--- src/rtl/eeprom_boot_seq.sv ---
module eeprom_boot_seq #(
  parameter int          SEL_DLY    = 48,
  parameter int          PHASE      = 8,
  parameter int          DESEL_DLY  = 16,
  parameter int          ADDR_W     = 16,
  parameter logic [7:0]  RD_OP      = 8'h03,
  parameter logic [ADDR_W-1:0] START_ADDR = '0
) (
  input  logic       clk,
  input  logic       rst_n,
  input  logic       boot_mode_i,
  input  logic       sdo_i,
  output logic       cs_n_o,
  output logic       sclk_o,
  output logic       mosi_o,
  output logic [7:0] byte_o,
  output logic       byte_vld_o,
  output logic       done_o
);

  localparam int CMD_W = 8 + ADDR_W;
  localparam int MAXC  = (SEL_DLY > DESEL_DLY) ? ((SEL_DLY > PHASE) ? SEL_DLY : PHASE)
                                               : ((DESEL_DLY > PHASE) ? DESEL_DLY : PHASE);
  localparam int CNT_W = $clog2(MAXC + 1);
  localparam int CL_W  = $clog2(CMD_W + 1);
  localparam logic [CNT_W-1:0] CNT_ONE    = CNT_W'(1);
  localparam logic [CNT_W-1:0] SEL_LAST   = CNT_W'(SEL_DLY - 1);
  localparam logic [CNT_W-1:0] PH_LAST    = CNT_W'(PHASE - 1);
  localparam logic [CNT_W-1:0] DESEL_LAST = CNT_W'(DESEL_DLY - 1);
  localparam logic [CL_W-1:0]  CMD_BITS   = CL_W'(CMD_W);
  localparam logic [CL_W-1:0]  CL_ONE     = CL_W'(1);
  localparam logic [CMD_W-1:0] CMD_WORD   = {RD_OP, START_ADDR};

  typedef enum logic [2:0] {S_ARM, S_WAIT, S_XFER, S_TAIL, S_DONE, S_OFF} st_t;

  st_t              st;
  logic [CNT_W-1:0] cnt;
  logic [CL_W-1:0]  cmd_left;
  logic [2:0]       bit_idx;
  logic [CMD_W-1:0] tx;
  logic [7:0]       rx;
  logic             cs_q, sclk_q, stop_req, vld_q, done_q;
  logic [7:0]       byte_q;

  wire phase_end = (cnt == PH_LAST);
  wire stop_now  = stop_req | ~boot_mode_i;

  always_ff @(posedge clk or negedge rst_n) begin
    if (!rst_n) begin
      st       <= S_ARM;
      cnt      <= '0;
      cmd_left <= CMD_BITS;
      bit_idx  <= '0;
      tx       <= '0;
      rx       <= '0;
      cs_q     <= 1'b1;
      sclk_q   <= 1'b0;
      stop_req <= 1'b0;
      vld_q    <= 1'b0;
      done_q   <= 1'b0;
      byte_q   <= '0;
    end else begin
      vld_q <= 1'b0;
      case (st)
        S_ARM: begin
          if (boot_mode_i) begin
            st  <= S_WAIT;
            cnt <= CNT_ONE;
          end else begin
            st <= S_OFF;
          end
        end
        S_WAIT: begin
          if (cnt == SEL_LAST) begin
            st       <= S_XFER;
            cnt      <= '0;
            cs_q     <= 1'b0;
            tx       <= CMD_WORD;
            cmd_left <= CMD_BITS;
            bit_idx  <= '0;
            stop_req <= 1'b0;
          end else begin
            cnt <= cnt + CNT_ONE;
          end
        end
        S_XFER: begin
          if (!boot_mode_i) stop_req <= 1'b1;
          if (phase_end) begin
            cnt    <= '0;
            sclk_q <= ~sclk_q;
            if (!sclk_q) begin
              rx <= {rx[6:0], sdo_i};
              if (cmd_left != '0) begin
                cmd_left <= cmd_left - CL_ONE;
              end else begin
                bit_idx <= bit_idx + 3'd1;
                if (bit_idx == 3'd7) begin
                  byte_q <= {rx[6:0], sdo_i};
                  vld_q  <= 1'b1;
                end
              end
            end else begin
              tx <= tx << 1;
              if (stop_now) st <= S_TAIL;
            end
          end else begin
            cnt <= cnt + CNT_ONE;
          end
        end
        S_TAIL: begin
          if (cnt == DESEL_LAST) begin
            cs_q   <= 1'b1;
            done_q <= 1'b1;
            st     <= S_DONE;
          end else begin
            cnt <= cnt + CNT_ONE;
          end
        end
        default: ;
      endcase
    end
  end

  assign cs_n_o     = cs_q;
  assign sclk_o     = sclk_q;
  assign mosi_o     = ~cs_q & tx[CMD_W-1];
  assign byte_o     = byte_q;
  assign byte_vld_o = vld_q;
  assign done_o     = done_q;


  sclk_idle_chk: assert property (@(posedge clk) disable iff (!rst_n)
    cs_n_o |-> !sclk_o);


  sclk_sel_chk: assert property (@(posedge clk) disable iff (!rst_n)
    !$stable(sclk_o) |-> !cs_n_o);


  strobe_pulse_chk: assert property (@(posedge clk) disable iff (!rst_n)
    byte_vld_o |=> !byte_vld_o);


  strobe_on_rise_chk: assert property (@(posedge clk) disable iff (!rst_n)
    byte_vld_o |-> $rose(sclk_o));


  done_sticky_chk: assert property (@(posedge clk) disable iff (!rst_n)
    done_o |=> done_o);


  done_released_chk: assert property (@(posedge clk) disable iff (!rst_n)
    done_o |-> (cs_n_o && !sclk_o && !byte_vld_o));


  stop_dropped_chk: assert property (@(posedge clk) disable iff (!rst_n)
    $rose(cs_n_o) |-> !sclk_o);

endmodule

--- config.mk ---
export PLATFORM = sky130hd
export DESIGN_NAME = eeprom_boot_seq
export DESIGN_NICKNAME = d
export VERILOG_FILES = /design/src/rtl/eeprom_boot_seq.sv
export SDC_FILE = /design/constraint.sdc
export NUM_CORES = 1
export LEC_CHECK = 0
export BUFFER_PORTS_ARGS = -buffer_cell sky130_fd_sc_hd__buf_4
export CORE_MARGIN = 3
export CORE_UTILIZATION = 39
export CTS_CLUSTER_SIZE = 14
export DETAILED_ROUTE_END_ITERATION = 8
export GPL_TIMING_DRIVEN = 0
export SLEW_MARGIN = 25
export SYNTH_ARGS = -nofsm -noshare
export SYNTH_HDL_FRONTEND = slang
export SYNTH_SLANG_ARGS = --single-unit
--- constraint.sdc ---
create_clock -name clk -period 2.69 [get_ports clk]
set_input_delay 0.4035 -clock clk [delete_from_list [all_inputs] [get_ports clk]]
set_output_delay 0.4035 -clock clk [all_outputs]
set_load 0.01 [all_outputs]
==> results of run 1 <==
[sequential cells by signal, summed over array words and instances, names as in the netlist]
register    flops
cnt             6
tx              8
rx              7
bit_idx         3
stop_req        1
byte_o          8
byte_vld_o      1
sclk_o          1
cmd_left        5
cs_n_o          1
st              3
done_o          1
[layout by cell type (no fill, tap or decap), types with 3 or more instances in the layout]
cell type / instances
inv_1: 8
clkbuf_1: 5
nor2b_1: 3
buf_4: 17
mux2i_1: 4
a22o_1: 8
nand3_1: 3
nor2_1: 9
clkbuf_8: 6
and4_1: 3
o21ai_0: 8
mux2_2: 9
dfstp_2: 3
nor3_1: 3
dfrtp_1: 42
mux2_4: 8
a21oi_1: 4
ha_1: 4
nand2_1: 10
o31ai_1: 5
nand2b_1: 4
[report_power, final]
part           switching [uW]  internal [uW]
Clock                     221            208
Sequential               20.3            695
Combinational            65.7           42.1
[layer usage]
layer  global-route usage (%)  part of all wire (%)
met1                     17.8                    44
met2                     22.7                    49
met3                     3.92                   4.5
met4                     5.74                   2.4
met5                        0                     0
[cells by family (layout without fill, tap and decap cells)]
logic type | after synthesis | after routing | synth area share [%]
simple gates | 52 | 52 | 15.7
compound gates | 41 | 41 | 13.8
buf+inv | 17 | 41 | 3.88
mux | 21 | 21 | 12.1
flops | 45 | 45 | 52.2
fa+ha+maj | 4 | 4 | 2.31
[layout make-up]
class | count | area [um2]
flip-flops and latches | 45 | 1130
multi-input cells | 118 | 950
inverters | 8 | 30.0
fillers | 495 | 2770
clock inverters | 2 | 13.8
clock buffers | 6 | 82.6
repair buffers | 16 | 120
well taps | 70 | 87.6
plain buffers | 9 | 53.8
[metrics by stage]
step	instances	instance area (um2)	util, %
floorplan	180	2160	-
finish	274	2470	47.1
global placement	266	2370	45.3
global route	274	2470	47.1
detailed placement	266	2370	45.3
CTS	274	2470	47.1
[how the worst min path moves through the flow]
| stage | startpoint | endpoint | depth (start not counted) |
|---|---|---|---|
| 5_1_grt | rst_n | tx[19]$_DFFE_PN0P_ | 1 |
| 3_3_place_gp | rst_n | cmd_left[0]$_DFFE_PN0P_ | 1 |
| 6_report | rst_n | tx[19]$_DFFE_PN0P_ | 1 |
| 2_1_floorplan | rst_n | bit_idx[0]$_DFFE_PN0P_ | 0 |
| 3_5_place_dp | rst_n | tx[19]$_DFFE_PN0P_ | 1 |
| 4_1_cts | rst_n | rx[6]$_DFFE_PN0P_ | 1 |
==> flow_metrics.env, run 1 <==
export IMPL_grt_max_degree=46
export IMPL_hpwl_um=2850
export IMPL_status="finished, final reports clean"
export IMPL_grt_pass1_wl_um=7040
export IMPL_syn_area_per_cell_um2=12.0
export IMPL_syn_nets=188
export IMPL_synth_area_top_cells="dfrtp_1 49%, mux2_4 5.6%, mux2_2 4.7%"
export IMPL_num_nets_final=211
export IMPL_crit_end="byte_o[1]$_DFFE_PN0P_"
export IMPL_rows=26
export IMPL_drt_total_wl_um=3990
export IMPL_start_kind="flop"
export IMPL_synth_commonest_cells="42 x dfrtp_1, 10 x nand2_1, 9 x mux2_2, 9 x nor2_1"
export IMPL_cts_resized=0
export IMPL_crit_chain="inv_1, ha_1, or4b_4, nor3_4, mux2_4"
export IMPL_start_util_pct=41.3
export IMPL_rsz0062_at_grt="no"
export IMPL_period_minus_slack_ns=2.15
export IMPL_cp_depth=5
export IMPL_clk_path_buf_depth=2
export IMPL_cap_violations=0
export IMPL_holdCritPathClass="input pin to asynchronous set/reset pin"
export IMPL_drc=0
export IMPL_synth_warning_count=0
export IMPL_syn_area_um2=2160
export IMPL_antenna_found_initial=0
export IMPL_core_area_um2=5240
export IMPL_design_die_area_um2=6480
export IMPL_crit_reg2reg_launch="cmd_left[0]$_DFFE_PN0P_"
export IMPL_track_usage_pct=14.1
export IMPL_fmax_mhz=465
export IMPL_fin_tns_setup_ns=0
export IMPL_clk_latency_ns=0.29
export IMPL_yosysMostFrequentCell="dfrtp_1"
export IMPL_ios=17
export IMPL_viasPerCell=5.45
export IMPL_first_iter_violations=64
export IMPL_syn_instance_count=180
export IMPL_crit_arrival_ns=2.33
export IMPL_die_y_um=80.5
export IMPL_cts_num_sinks=45
export IMPL_drtAntennaViolNets=0
export IMPL_crit_slowest_cell="or4b_4"
export IMPL_area_growth_pct=14.1
export IMPL_first_pass_iters=5
export IMPL_tightest_slew_ns=0.596
export IMPL_holdWs_ns=0.0890
export IMPL_clk_pin_slew_ns=0.08
export IMPL_r2r_end="byte_o[1]$_DFFE_PN0P_"
export IMPL_crit_fanout=9
export IMPL_path_class="flop to flop"
export IMPL_yosysTopAreaCellShare_pct=48.6
export IMPL_dp_slack_ns=0.527
export IMPL_skew_ns=0.00528
export IMPL_diodes=0
export IMPL_ys_types=49
export IMPL_postCtsSetupRepairBufs=0
export IMPL_ys_ff_latch=45
export IMPL_worstRegToRegCells=5
export IMPL_tritoncts="built"
export IMPL_synthFlopType="dfrtp_1"
export IMPL_p_per_area_nw_per_um2=507
export IMPL_grt_pass1_vias=1525
export IMPL_ctsHoldBuffers=0
export IMPL_required_ns=2.87
export IMPL_vias=1493
export IMPL_io_buffers=16
export IMPL_maxSlewViolCount=0
export IMPL_report_power_total_uw=1250
export IMPL_leakage_uw=0.00115
export IMPL_startpoint="cmd_left[0]$_DFFE_PN0P_"
export IMPL_end_kind="flop"
export IMPL_cts_buffers=5
export IMPL_post_drt_wl_per_cell_um=14.6
export IMPL_layout_drive_gt1_share_pct=27.9
export IMPL_grt_ovfl_total=0
export IMPL_vdd_ir_drop_max_v=0.000204
export IMPL_yosysSeqAreaShare_pct=52.2
export IMPL_setup_ws_ns=0.540
export IMPL_hold_viol=0
export IMPL_cts_max_level=2
export IMPL_die_w_um=80.5
export IMPL_cts_root_buf="clkbuf_8"
export IMPL_max_stage_delay_ns=0.52
export IMPL_setup_violations=0
export IMPL_synth_top_area_cell="dfrtp_1"
export IMPL_synth_edff_count=0
export IMPL_crit_buf_inv=1
export IMPL_ff2ff_setup_slack_ns=0.54
export IMPL_synth_async_reset_ratio_pct=100
export IMPL_gp_congestion=0.881
export IMPL_relSlewSlack_pct=60.2
export IMPL_critical_path_top_delay_family="simple AND/OR/NAND/NOR gates"
export IMPL_finalCritPeriodShare_pct=79.9
Power figures use the tool's default switching activity.
==> run 2, diff against run 1 <==
Settings changed: ABC_AREA set to 1.
Clock period 2.69 ns to 1.75 ns, I/O delays scaled along.
==> run 2 against run 1 <==
Total power increased by 37%. Register-to-register slack got worse by 0.42 ns. First-iteration DRC count decreased by 3.1%. Via count increased by 24%. Area after synthesis increased by 7.6%. Clock-buffer cell count unchanged. Worst setup slack got worse by 0.42 ns. Utilization increased by 0.44 points. Die area increased by 7.1%. Critical path depth increased by 4. Critical path type unchanged. Largest power group unchanged.
==> flow_metrics.env, run 2 <==
export IMPL_layout_drive_gt1_share_pct=23.3
export IMPL_rsz0062_at_grt="no"
export IMPL_num_nets_final=316
export IMPL_status="finished, final reports clean"
export IMPL_io_buffers=16
export IMPL_area_growth_pct=15.2
export IMPL_diodes=0
export IMPL_crit_slowest_cell="dfrtp_1"
export IMPL_vdd_ir_drop_max_v=0.000518
export IMPL_ys_types=29
export IMPL_layout_commonest_cell="nand2_1"
export IMPL_ys_ff_latch=45
export IMPL_cts_num_sinks=45
export IMPL_cts_root_buf="clkbuf_8"
export IMPL_grt_pass1_vias=1838
export IMPL_fmax_mhz=614
export IMPL_vias=1855
export IMPL_synth_area_top_cells="dfrtp_1 45%, nand2_1 14%, nand3_1 5.8%"
export IMPL_period_minus_slack_ns=1.63
export IMPL_end_kind="flop"
export IMPL_drc=0
export IMPL_grt_max_degree=46
export IMPL_holdCritPathClass="input pin to flop"
export IMPL_synth_async_reset_ratio_pct=100
export IMPL_syn_area_per_cell_um2=8.26
export IMPL_synthFlopType="dfrtp_1"
export IMPL_synth_commonest_cells="86 x nand2_1, 42 x dfrtp_1, 29 x inv_1, 27 x nand3_1, 26 x nor2_1"
export IMPL_antenna_found_initial=0
export IMPL_grt_pass1_wl_um=8250
export IMPL_drt_total_wl_um=4530
export IMPL_ios=17
export IMPL_cap_violations=0
export IMPL_track_usage_pct=14.1
export IMPL_clk_path_buf_depth=2
export IMPL_max_stage_delay_ns=0.39
export IMPL_first_iter_violations=62
export IMPL_syn_nets=290
export IMPL_hpwl_um=3250
export IMPL_hold_viol=0
export IMPL_start_util_pct=41.3
export IMPL_start_kind="flop"
export IMPL_maxSlewViolCount=0
export IMPL_drtAntennaViolNets=0
export IMPL_cts_buffers=5
export IMPL_postLayoutCoreUtil_pct=47.5
export IMPL_clk_latency_ns=0.30
export IMPL_die_w_um=83.3
export IMPL_yosysMostFrequentCell="nand2_1"
export IMPL_post_drt_wl_per_cell_um=11.9
export IMPL_gp_congestion=0.858
export IMPL_viasPerCell=4.87
export IMPL_path_class="flop to flop"
export IMPL_mostFrequentLayoutCells="85 x nand2_1, 42 x dfrtp_1, 28 x inv_1"
export IMPL_crit_fanout=10
export IMPL_ff2ff_setup_slack_ns=0.12
export IMPL_syn_area_um2=2330
export IMPL_tightest_slew_ns=0.567
export IMPL_yosysTopAreaCellShare_pct=45.1
export IMPL_fin_area_um2=2680
export IMPL_die_y_um=83.3
export IMPL_skew_ns=0.00868
export IMPL_grt_ovfl_total=0
export IMPL_p_per_area_nw_per_um2=639
export IMPL_synth_warning_count=0
export IMPL_leakage_uw=0.00135
export IMPL_design_die_area_um2=6930
export IMPL_dp_slack_ns=-0.00230
export IMPL_synth_edff_count=0
export IMPL_rows=27
export IMPL_place_area_um2=2540
export IMPL_synth_top_area_cell="dfrtp_1"
export IMPL_cts_max_level=2
export IMPL_setup_ws_ns=0.122
export IMPL_clk_pin_slew_ns=0.08
export IMPL_placedCellCount=370
export IMPL_final_cells=381
export IMPL_tritoncts="built"
export IMPL_required_ns=1.94
export IMPL_crit_chain="ha_2, nand2_1, inv_2, nand3_4, nor2_4, nand3_4, buf_6, nand2_1, o21ai_2"
export IMPL_relSlewSlack_pct=62.2
export IMPL_finalCritPeriodShare_pct=93.0
export IMPL_yosysSeqAreaShare_pct=48.5
export IMPL_crit_arrival_ns=1.82
export IMPL_setup_violations=0
export IMPL_report_power_total_uw=1710
export IMPL_first_pass_iters=4
export IMPL_syn_instance_count=282
export IMPL_core_area_um2=5640
run 2: cell count changes after synthesis, sizes merged, moves of 5 or more:
cell    delta
a22o       -8
clkbuf     -5
inv       +26
mux2      -17
nand2     +87
nand3     +26
nand4      +8
nor2      +25
o21ai      +9
o31ai      -5
run 2: cell families after synthesis:
| logic type | synth area share [%] |
|---|---|
| xor+xnor | 0.376 |
| buf+inv | 6.77 |
| fa+ha+maj | 2.15 |
| flops | 48.5 |
| simple gates | 35.7 |
| compound gates | 6.50 |
run 2: critical path: cells and delay by family, from the launching register on:
kind	cells	cell delay [ns]
buffers and inverters	2	0.27
AO/OA/AOI/OAI	1	0.05
flip-flops	1	0.39
AND/OR/NAND/NOR	5	0.61
adder cells (fa/ha/maj)	1	0.20
run 2: worst paths after layout:
| path | startpoint | depth (start not counted) | endpoint |
|---|---|---|---|
| setup / recovery | cnt[0]$_DFFE_PN0P_ | 9 | byte_o[6]$_DFFE_PN0P_ |
| hold reg to reg | done_o$_DFFE_PN0P_ | 2 | done_o$_DFFE_PN0P_ |
| setup reg to reg | cnt[0]$_DFFE_PN0P_ | 9 | byte_o[6]$_DFFE_PN0P_ |
| hold / removal | boot_mode_i | 2 | stop_req$_DFFE_PN0P_ |
| max in group asynchronous | rst_n | 2 | cs_n_o$_DFFE_PN1P_ |
| min in group asynchronous | rst_n | 2 | cnt[3]$_DFFE_PN0P_ |
run 2: stage by stage:
| stage | TNS [ns] | hold WS [ns] |
|---|---|---|
| 2_1_floorplan | 0 | -0.0331 |
| 3_3_place_gp | -0.0250 | 0.303 |
| 3_5_place_dp | -0.00322 | 0.302 |
| 4_1_cts | 0 | 0.175 |
| 5_1_grt | 0 | 0.175 |
| 6_report | 0 | 0.183 |
run 2: timing repair:
action	4_1_cts	5_1_grt
endpoints found under the hold margin	42	0
endpoints found under the setup margin	6	28
resized for setup	1	8
buffers inserted	0	2
hold buffers	1	0
pin swaps	0	2
run 2: final cells by class:
class	instances	area, um2
flip-flops and latches	45	1130
repair buffers	19	145
multi-input cells	200	1070
inverters	34	130
plain buffers	3	27.5
well taps	72	90.1
clock inverters	2	16.3
fillers	522	2960
clock buffers	6	72.6
run 2: report_power, final:
part | switching, uW | internal, uW
logic | 22.0 | 6.11
clock network | 363 | 284
registers | 0 | 1040
run 2: routing by layer:
layer	up-vias	routed length, um	part of all wire, %	global-route usage (%)
met1	874	2220	49	18.6
met2	26	2070	46	23.1
met5	-	0	0	0
met3	7	176	3.9	3.17
met4	0	71	1.6	4.46
li1	948	-	-	-
